$ cat src/rtl/spi_guard_pkg.sv
package spi_guard_pkg;
  localparam int DW = 8;
  localparam int CW = $clog2(DW);

  typedef struct packed {
    logic cpol;
    logic cpha;
  } spi_mode_t;

  // edge moving away from the idle level
  function automatic logic lead_edge(input spi_mode_t m, input logic rise, input logic fall);
    return m.cpol ? fall : rise;
  endfunction

  function automatic logic capture_edge(input spi_mode_t m, input logic lead, input logic trail);
    return m.cpha ? trail : lead;
  endfunction

  function automatic logic [CW-1:0] next_count(input logic [CW-1:0] c);
    return (c == CW'(DW - 1)) ? '0 : c + 1'b1;
  endfunction
endpackage

$ cat src/rtl/spi_guard_sync.sv
module spi_guard_sync #(
  parameter int W = 3,
  parameter int STAGES = 2,
  parameter logic [W-1:0] RST_VAL = '0
) (
  input  logic         clk,
  input  logic         rst_n,
  input  logic [W-1:0] d_i,
  output logic [W-1:0] q_o
);
  logic [W-1:0] stage_q [STAGES];

  for (genvar s = 0; s < STAGES; s++) begin : g_stage
    always_ff @(posedge clk or negedge rst_n) begin
      if (!rst_n) stage_q[s] <= RST_VAL;
      else if (s == 0) stage_q[s] <= d_i;
      else stage_q[s] <= stage_q[(s == 0) ? 0 : s - 1];
    end
  end

  assign q_o = stage_q[STAGES-1];
endmodule

$ cat src/rtl/spi_guard_txreg.sv
module spi_guard_txreg
  import spi_guard_pkg::*;
(
  input  logic          clk,
  input  logic          rst_n,
  input  logic          sel_act,
  input  logic          wr_en,
  input  logic [DW-1:0] wr_data,
  input  logic          coll_clr,
  output logic [DW-1:0] tx_word,
  output logic          coll
);
  logic wr_blocked, wr_accept;
  assign wr_blocked = wr_en & sel_act;
  assign wr_accept  = wr_en & ~sel_act;

  always_ff @(posedge clk or negedge rst_n) begin
    if (!rst_n) begin
      tx_word <= '0;
      coll    <= 1'b0;
    end else begin
      if (wr_accept) tx_word <= wr_data;
      if (wr_blocked) coll <= 1'b1;
      else if (coll_clr) coll <= 1'b0;
    end
  end

  AST_TX_FROZEN: assert property (@(posedge clk) disable iff (!rst_n)
    wr_blocked |=> tx_word == $past(tx_word));
  AST_TX_ACCEPT: assert property (@(posedge clk) disable iff (!rst_n)
    wr_accept |=> tx_word == $past(wr_data));
  AST_COLL_STICKY: assert property (@(posedge clk) disable iff (!rst_n)
    (coll && !coll_clr) |=> coll);
  AST_COLL_SET: assert property (@(posedge clk) disable iff (!rst_n)
    wr_blocked |=> coll);
endmodule

$ cat src/rtl/spi_guard_engine.sv
module spi_guard_engine
  import spi_guard_pkg::*;
(
  input  logic          clk,
  input  logic          rst_n,
  input  spi_mode_t     mode,
  input  logic          sck_s,
  input  logic          mosi_s,
  input  logic          sel_act,
  input  logic [DW-1:0] tx_word,
  output logic          tx_bit,
  output logic [DW-1:0] rx_word,
  output logic          rx_done
);
  logic          sck_q, sel_q;
  logic [CW-1:0] cnt;
  logic [DW-1:0] rx_sh, tx_sh;

  // named internal events
  logic sck_rise, sck_fall, lead, trail, cap_ev, launch_ev, sel_fall, last_bit;
  assign sck_rise  = sck_s & ~sck_q;
  assign sck_fall  = ~sck_s & sck_q;
  assign lead      = lead_edge(mode, sck_rise, sck_fall);
  assign trail     = lead_edge(mode, sck_fall, sck_rise);
  assign cap_ev    = sel_act & capture_edge(mode, lead, trail);
  assign launch_ev = sel_act & capture_edge(mode, trail, lead);
  assign sel_fall  = sel_act & ~sel_q;
  assign last_bit  = (cnt == CW'(DW - 1));

  always_ff @(posedge clk or negedge rst_n) begin
    if (!rst_n) begin
      sck_q   <= 1'b0;
      sel_q   <= 1'b0;
      cnt     <= '0;
      rx_sh   <= '0;
      tx_sh   <= '0;
      rx_word <= '0;
      rx_done <= 1'b0;
    end else begin
      sck_q   <= sck_s;
      sel_q   <= sel_act;
      rx_done <= 1'b0;
      if (!sel_act) begin
        cnt <= '0;
      end else if (cap_ev) begin
        cnt   <= next_count(cnt);
        rx_sh <= {rx_sh[DW-2:0], mosi_s};
        if (last_bit) begin
          rx_word <= {rx_sh[DW-2:0], mosi_s};
          rx_done <= 1'b1;
        end
      end
      if (sel_fall) tx_sh <= tx_word;
      else if (launch_ev) begin
        if (mode.cpha && cnt == '0) tx_sh <= tx_word;
        else tx_sh <= {tx_sh[DW-2:0], 1'b0};
      end
    end
  end

  assign tx_bit = tx_sh[DW-1];

  AST_DONE_ON_CAPTURE: assert property (@(posedge clk) disable iff (!rst_n)
    rx_done |-> $past(cap_ev));
  AST_DONE_SINGLE: assert property (@(posedge clk) disable iff (!rst_n)
    rx_done |=> !rx_done);
  AST_FRESH_FRAME: assert property (@(posedge clk) disable iff (!rst_n)
    sel_fall |-> cnt == '0);
  AST_MSB_ON_SELECT: assert property (@(posedge clk) disable iff (!rst_n)
    (sel_fall && !mode.cpha) |=> tx_bit == $past(tx_word[DW-1]));
endmodule

$ cat src/rtl/spi_slave_guard.sv
module spi_slave_guard
  import spi_guard_pkg::*;
(
  input  logic          clk,
  input  logic          rst_n,
  input  logic          cfg_cpol_i,
  input  logic          cfg_cpha_i,
  input  logic          sck_i,
  input  logic          mosi_i,
  input  logic          sel_n_i,
  output logic          miso_o,
  output logic          miso_oe_o,
  input  logic          wr_en_i,
  input  logic [DW-1:0] wr_data_i,
  input  logic          coll_clr_i,
  output logic          coll_o,
  output logic [DW-1:0] rx_data_o,
  output logic          rx_done_o
);
  logic [2:0]    sync_q;
  logic          sel_act, tx_bit;
  logic [DW-1:0] tx_word;
  spi_mode_t     mode;

  assign mode = '{cpol: cfg_cpol_i, cpha: cfg_cpha_i};

  spi_guard_sync #(.W(3), .STAGES(2), .RST_VAL(3'b100)) u_sync (
    .clk(clk), .rst_n(rst_n),
    .d_i({sel_n_i, mosi_i, sck_i}), .q_o(sync_q));

  assign sel_act = ~sync_q[2];

  spi_guard_txreg u_txreg (
    .clk(clk), .rst_n(rst_n), .sel_act(sel_act), .wr_en(wr_en_i),
    .wr_data(wr_data_i), .coll_clr(coll_clr_i), .tx_word(tx_word), .coll(coll_o));

  spi_guard_engine u_engine (
    .clk(clk), .rst_n(rst_n), .mode(mode), .sck_s(sync_q[0]), .mosi_s(sync_q[1]),
    .sel_act(sel_act), .tx_word(tx_word), .tx_bit(tx_bit),
    .rx_word(rx_data_o), .rx_done(rx_done_o));

  assign miso_oe_o = sel_act;
  assign miso_o    = sel_act & tx_bit;

  AST_BUS_QUIET: assert property (@(posedge clk) disable iff (!rst_n)
    $past(sel_n_i, 2) && $past(sel_n_i) |-> !miso_oe_o && !miso_o);
endmodule

$ cat config.mk
export PLATFORM = sky130hd
export DESIGN_NAME = spi_slave_guard
export DESIGN_NICKNAME = d
export VERILOG_FILES = /design/src/rtl/spi_guard_pkg.sv /design/src/rtl/spi_guard_sync.sv /design/src/rtl/spi_guard_txreg.sv /design/src/rtl/spi_guard_engine.sv /design/src/rtl/spi_slave_guard.sv
export SDC_FILE = /design/constraint.sdc
export NUM_CORES = 1
export LEC_CHECK = 0
export ABC_AREA = 1
export ABC_CLOCK_PERIOD_IN_PS = 1800
export BUFFER_PORTS_ARGS = -buffer_cell sky130_fd_sc_hd__buf_4
export CORE_UTILIZATION = 45
export CTS_BUF_LIST = sky130_fd_sc_hd__clkbuf_4 sky130_fd_sc_hd__clkbuf_8
export DETAILED_ROUTE_END_ITERATION = 16
export PLACE_DENSITY = 0.74
export SLEW_MARGIN = 40
export SYNTH_ARGS = -nofsm -noshare
export SYNTH_HDL_FRONTEND = slang
export SYNTH_SLANG_ARGS = --single-unit
$ cat constraint.sdc
create_clock -name clk -period 1.8 [get_ports clk]
set_clock_uncertainty 0.1 [all_clocks]
set_input_delay 0.27 -clock clk [delete_from_list [all_inputs] [get_ports clk]]
set_output_delay 0.27 -clock clk [all_outputs]
set_load 0.01 [all_outputs]
==> flow_metrics.env <==
export IMPL_final_nets=258
export IMPL_cpPeakStageDelay_ps=550
export IMPL_drc=0
export IMPL_ctsResizeCount=0
export IMPL_grt_pass1_wl_um=6340
export IMPL_numCtsBuffers=5
export IMPL_diodes=0
export IMPL_yosysSeqAreaShare_pct=58.1
export IMPL_via_per_inst=4.94
export IMPL_synthAdderAreaFrac_pct=1.98
export IMPL_globalRouteOverflowTotal=0
export IMPL_r2r_end="u_engine.tx_sh[2]"
export IMPL_synth_nets=219
export IMPL_setup_slack_ps=205
export IMPL_crit_buf_inv=2
export IMPL_worst_hold_slack_ps=60.9
export IMPL_rsz0062_at_grt="no"
export IMPL_fin_area_um2=2300
export IMPL_synth_area_leaders="dfrtp_1 55%, nand2_1 16%, mux2_2 4.2%"
export IMPL_postRouteWirelength_um=3670
export IMPL_die_x_um=66.9
export IMPL_maxCapViolCount=0
export IMPL_worst_pin_slew_ps=553
export IMPL_place_congestion=0.803
export IMPL_hold_start="coll_clr_i"
export IMPL_synth_warnings=0
export IMPL_slew_violations=0
export IMPL_dp_hpwl_um=2590
export IMPL_synth_top_family_by_area="simple AND/OR/NAND/NOR gates"
export IMPL_io_pins=29
export IMPL_numClockSinks=44
export IMPL_fin_crit_ps=1600
export IMPL_drive_gt1_share_pct=24.7
export IMPL_grt_pass1_vias=1384
export IMPL_dpl_cell_area_um2=2170
export IMPL_insertion_delay_ps=300
export IMPL_maxSlewHeadroom_pct=63.1
export IMPL_vias=1429
export IMPL_synthSimpleGateAreaFrac_pct=27.9
export IMPL_crit_required_ps=1430
export IMPL_pre_cts_ws_ps=294
export IMPL_r2r_start="u_engine.cnt[0]"
export IMPL_crit_slowest_cell="dfstp_2"
export IMPL_fp_dieH_um=66.9
export IMPL_period_share_pct=88.6
export IMPL_antenna_found_initial=0
export IMPL_start_util_pct=47.1
export IMPL_path_class="flop to output port"
export IMPL_p_leak_nw=1.26
export IMPL_hold_viol=0
export IMPL_numPortBuffers=28
export IMPL_yosysTopAreaCell="dfrtp_1"
export IMPL_vdd_ir_drop_max_mv=0.570
export IMPL_hold_path_end="u_txreg.coll"
export IMPL_drt_initial_drc_count=58
export IMPL_hold_path_class="input port to flop"
export IMPL_hold_path_cell_count=2
export IMPL_syn_cell_area_um2=1900
export IMPL_synth_mux_area_share_pct=4.15
export IMPL_path_cells="inv_1 > buf_4"
export IMPL_root_buffer="clkbuf_8"
export IMPL_wl_per_cell_um=12.7
export IMPL_cp_top_family="flip-flops"
export IMPL_fillCellCount=364
export IMPL_cts_tree="done"
export IMPL_synth_top_area_share_pct=55.4
export IMPL_reg2reg_slack_ps=280
export IMPL_pwr_density_cell_nw_per_um2=937
export IMPL_synth_cells=199
export IMPL_status="finished clean"
export IMPL_cp_arrival_ps=1230
export IMPL_reg2reg_depth=9
export IMPL_crit_path_end_kind="output port"
export IMPL_ant_nets=0
export IMPL_start_kind="flop"
export IMPL_multi_input_area_um2=717
export IMPL_rows=23
export IMPL_ys_types=23
export IMPL_seq_area_um2=1100
export IMPL_core_um2=4030
export IMPL_clk_pin_slew_ps=70
export IMPL_area_delta_synth_final_pct=21.4
export IMPL_grt_max_degree=45
export IMPL_synth_compound_area_share_pct=3.76
export IMPL_synth_seq_cells=44
export IMPL_clk_path_buf_depth=2
export IMPL_first_pass_iters=4
export IMPL_synthXorXnorAreaFrac_pct=0
export IMPL_grt_use_total_pct=19.5
export IMPL_syn_area_per_cell_um2=9.54
export IMPL_path_max_fanout=11
export IMPL_tns_ps=0
export IMPL_max_freq_mhz=627
export IMPL_cts_htree_levels=2
export IMPL_dieArea_um2=4480
export IMPL_setup_viol=0
layer usage:
metal  wire (um)  part of all wire, %  global-route usage [%]  vias up
li1            -                    -                       -      723
met1        1730                   47                    25.6      665
met2        1710                   47                    29.2       35
met3         160                  4.4                    5.65        6
met4          75                  2.0                    9.31        0
met5           0                    0                       0        -
flip-flops by register name, indices dropped and copies added (netlist names):
name	cells
u_engine.rx_word	8
u_engine.tx_sh	8
u_txreg.tx_word	8
u_engine.rx_sh	7
u_engine.cnt	3
u_sync.q_o	3
u_sync.stage_q	3
u_engine.rx_done	1
u_engine.sck_q	1
u_engine.sel_q	1
u_txreg.coll	1
stage by stage:
stage / total power (W) / util [%] / cells
after global routing: 0.00229 / 57.2 / 289
final: 0.00216 / 57.2 / 289
after detailed placement: 0.00154 / 54.0 / 277
after floorplan: 0.00141 / - / 199
after global placement: 0.00153 / 54.0 / 277
after CTS: 0.00218 / 57.2 / 289
worst max path at each step:
| stage | from | to | slack (ps) | depth (start not counted) |
|---|---|---|---|---|
| after floorplan | u_engine.cnt[0] | u_engine.cnt[1] | 460 | 6 |
| after global placement | u_engine.cnt[0] | u_engine.tx_sh[7] | 320 | 9 |
| after detailed placement | u_engine.cnt[0] | u_engine.tx_sh[3] | 290 | 9 |
| after CTS | u_sync.q_o[2] | miso_oe_o | 180 | 2 |
| after global routing | u_sync.q_o[2] | miso_oe_o | 120 | 2 |
| final | u_sync.q_o[2] | miso_oe_o | 200 | 2 |
power by group:
part	internal (W)	leakage [nW]	total [W]	switching, W
Sequential	0.00112	0.556	0.00120	0.0000823
Clock	0.000303	0.0491	0.000627	0.000325
Combinational	0.000141	0.655	0.000330	0.000189
Total	0.00156	1.26	0.00216	0.000596
repair_timing:
item / CTS / global route
endpoints found under the setup margin: 0 / 0
hold buffers: 4 / 0
buffers inserted: 0 / 0
endpoints found under the hold margin: 45 / 0
synth_stat cells:
| cell type | n |
|---|---|
| clkbuf_1 | 2 |
| dfstp_2 | 2 |
| nand4_2 | 1 |
| nand2_4 | 2 |
| buf_6 | 1 |
| buf_4 | 1 |
| nor2_4 | 1 |
| inv_4 | 1 |
| nand4_1 | 8 |
| or2_1 | 1 |
| nor2_1 | 5 |
| mux2_2 | 7 |
| o21ai_0 | 8 |
| nand2_2 | 1 |
| o21ai_1 | 2 |
| ha_1 | 3 |
| dfrtp_1 | 42 |
| nand2_1 | 79 |
| nand3_2 | 3 |
| nand3_1 | 15 |
| inv_1 | 12 |
| o21ai_4 | 1 |
| a21oi_1 | 1 |
cell families after synthesis:
logic type	count (synthesis)
AND/OR/NAND/NOR	116
multiplexers	7
adder cells (fa/ha/maj)	3
flip-flops	44
AO/OA/AOI/OAI	12
buffers and inverters	17
layout by cell type (no fill, tap or decap):
cell | Yosys | layout
inv_4 | 1 | 1
nand4_1 | 8 | 8
nand3_1 | 15 | 15
nand4_2 | 1 | 1
a21oi_1 | 1 | 1
buf_4 | 1 | 32
clkbuf_4 | 0 | 2
o21ai_4 | 1 | 1
mux2_2 | 7 | 7
dlygate4sd3_1 | 0 | 4
nand3_2 | 3 | 3
o21ai_0 | 8 | 8
nand2_1 | 79 | 79
o21ai_1 | 2 | 2
clkbuf_8 | 0 | 5
dfstp_2 | 2 | 2
nand2_4 | 2 | 2
clkinv_2 | 0 | 1
ha_1 | 3 | 3
or2_1 | 1 | 1
inv_1 | 12 | 12
nor2_4 | 1 | 1
dfrtp_1 | 42 | 42
nand2_2 | 1 | 1
nor2_1 | 5 | 5
worst reg2reg max path, stage by stage (launching register included):
cell and delay (ps):
dfrtp_1 410, inv_1 80, ha_1 150, nand2_1 80, o21ai_4 270, inv_4 90, nand2_1 90, nand2_1 50
nand2_1 60, nand2_1 40
layout make-up:
cell class | count | area share [%]
clock buffer | 7 | 3.64
clock inverter | 1 | 0.217
inverter | 13 | 2.23
multi-input combinational | 138 | 31.1
sequential | 44 | 47.9
tap | 50 | 2.72
timing repair buffer | 36 | 12.2
Note: power is estimated with default switching activity, not from simulation.
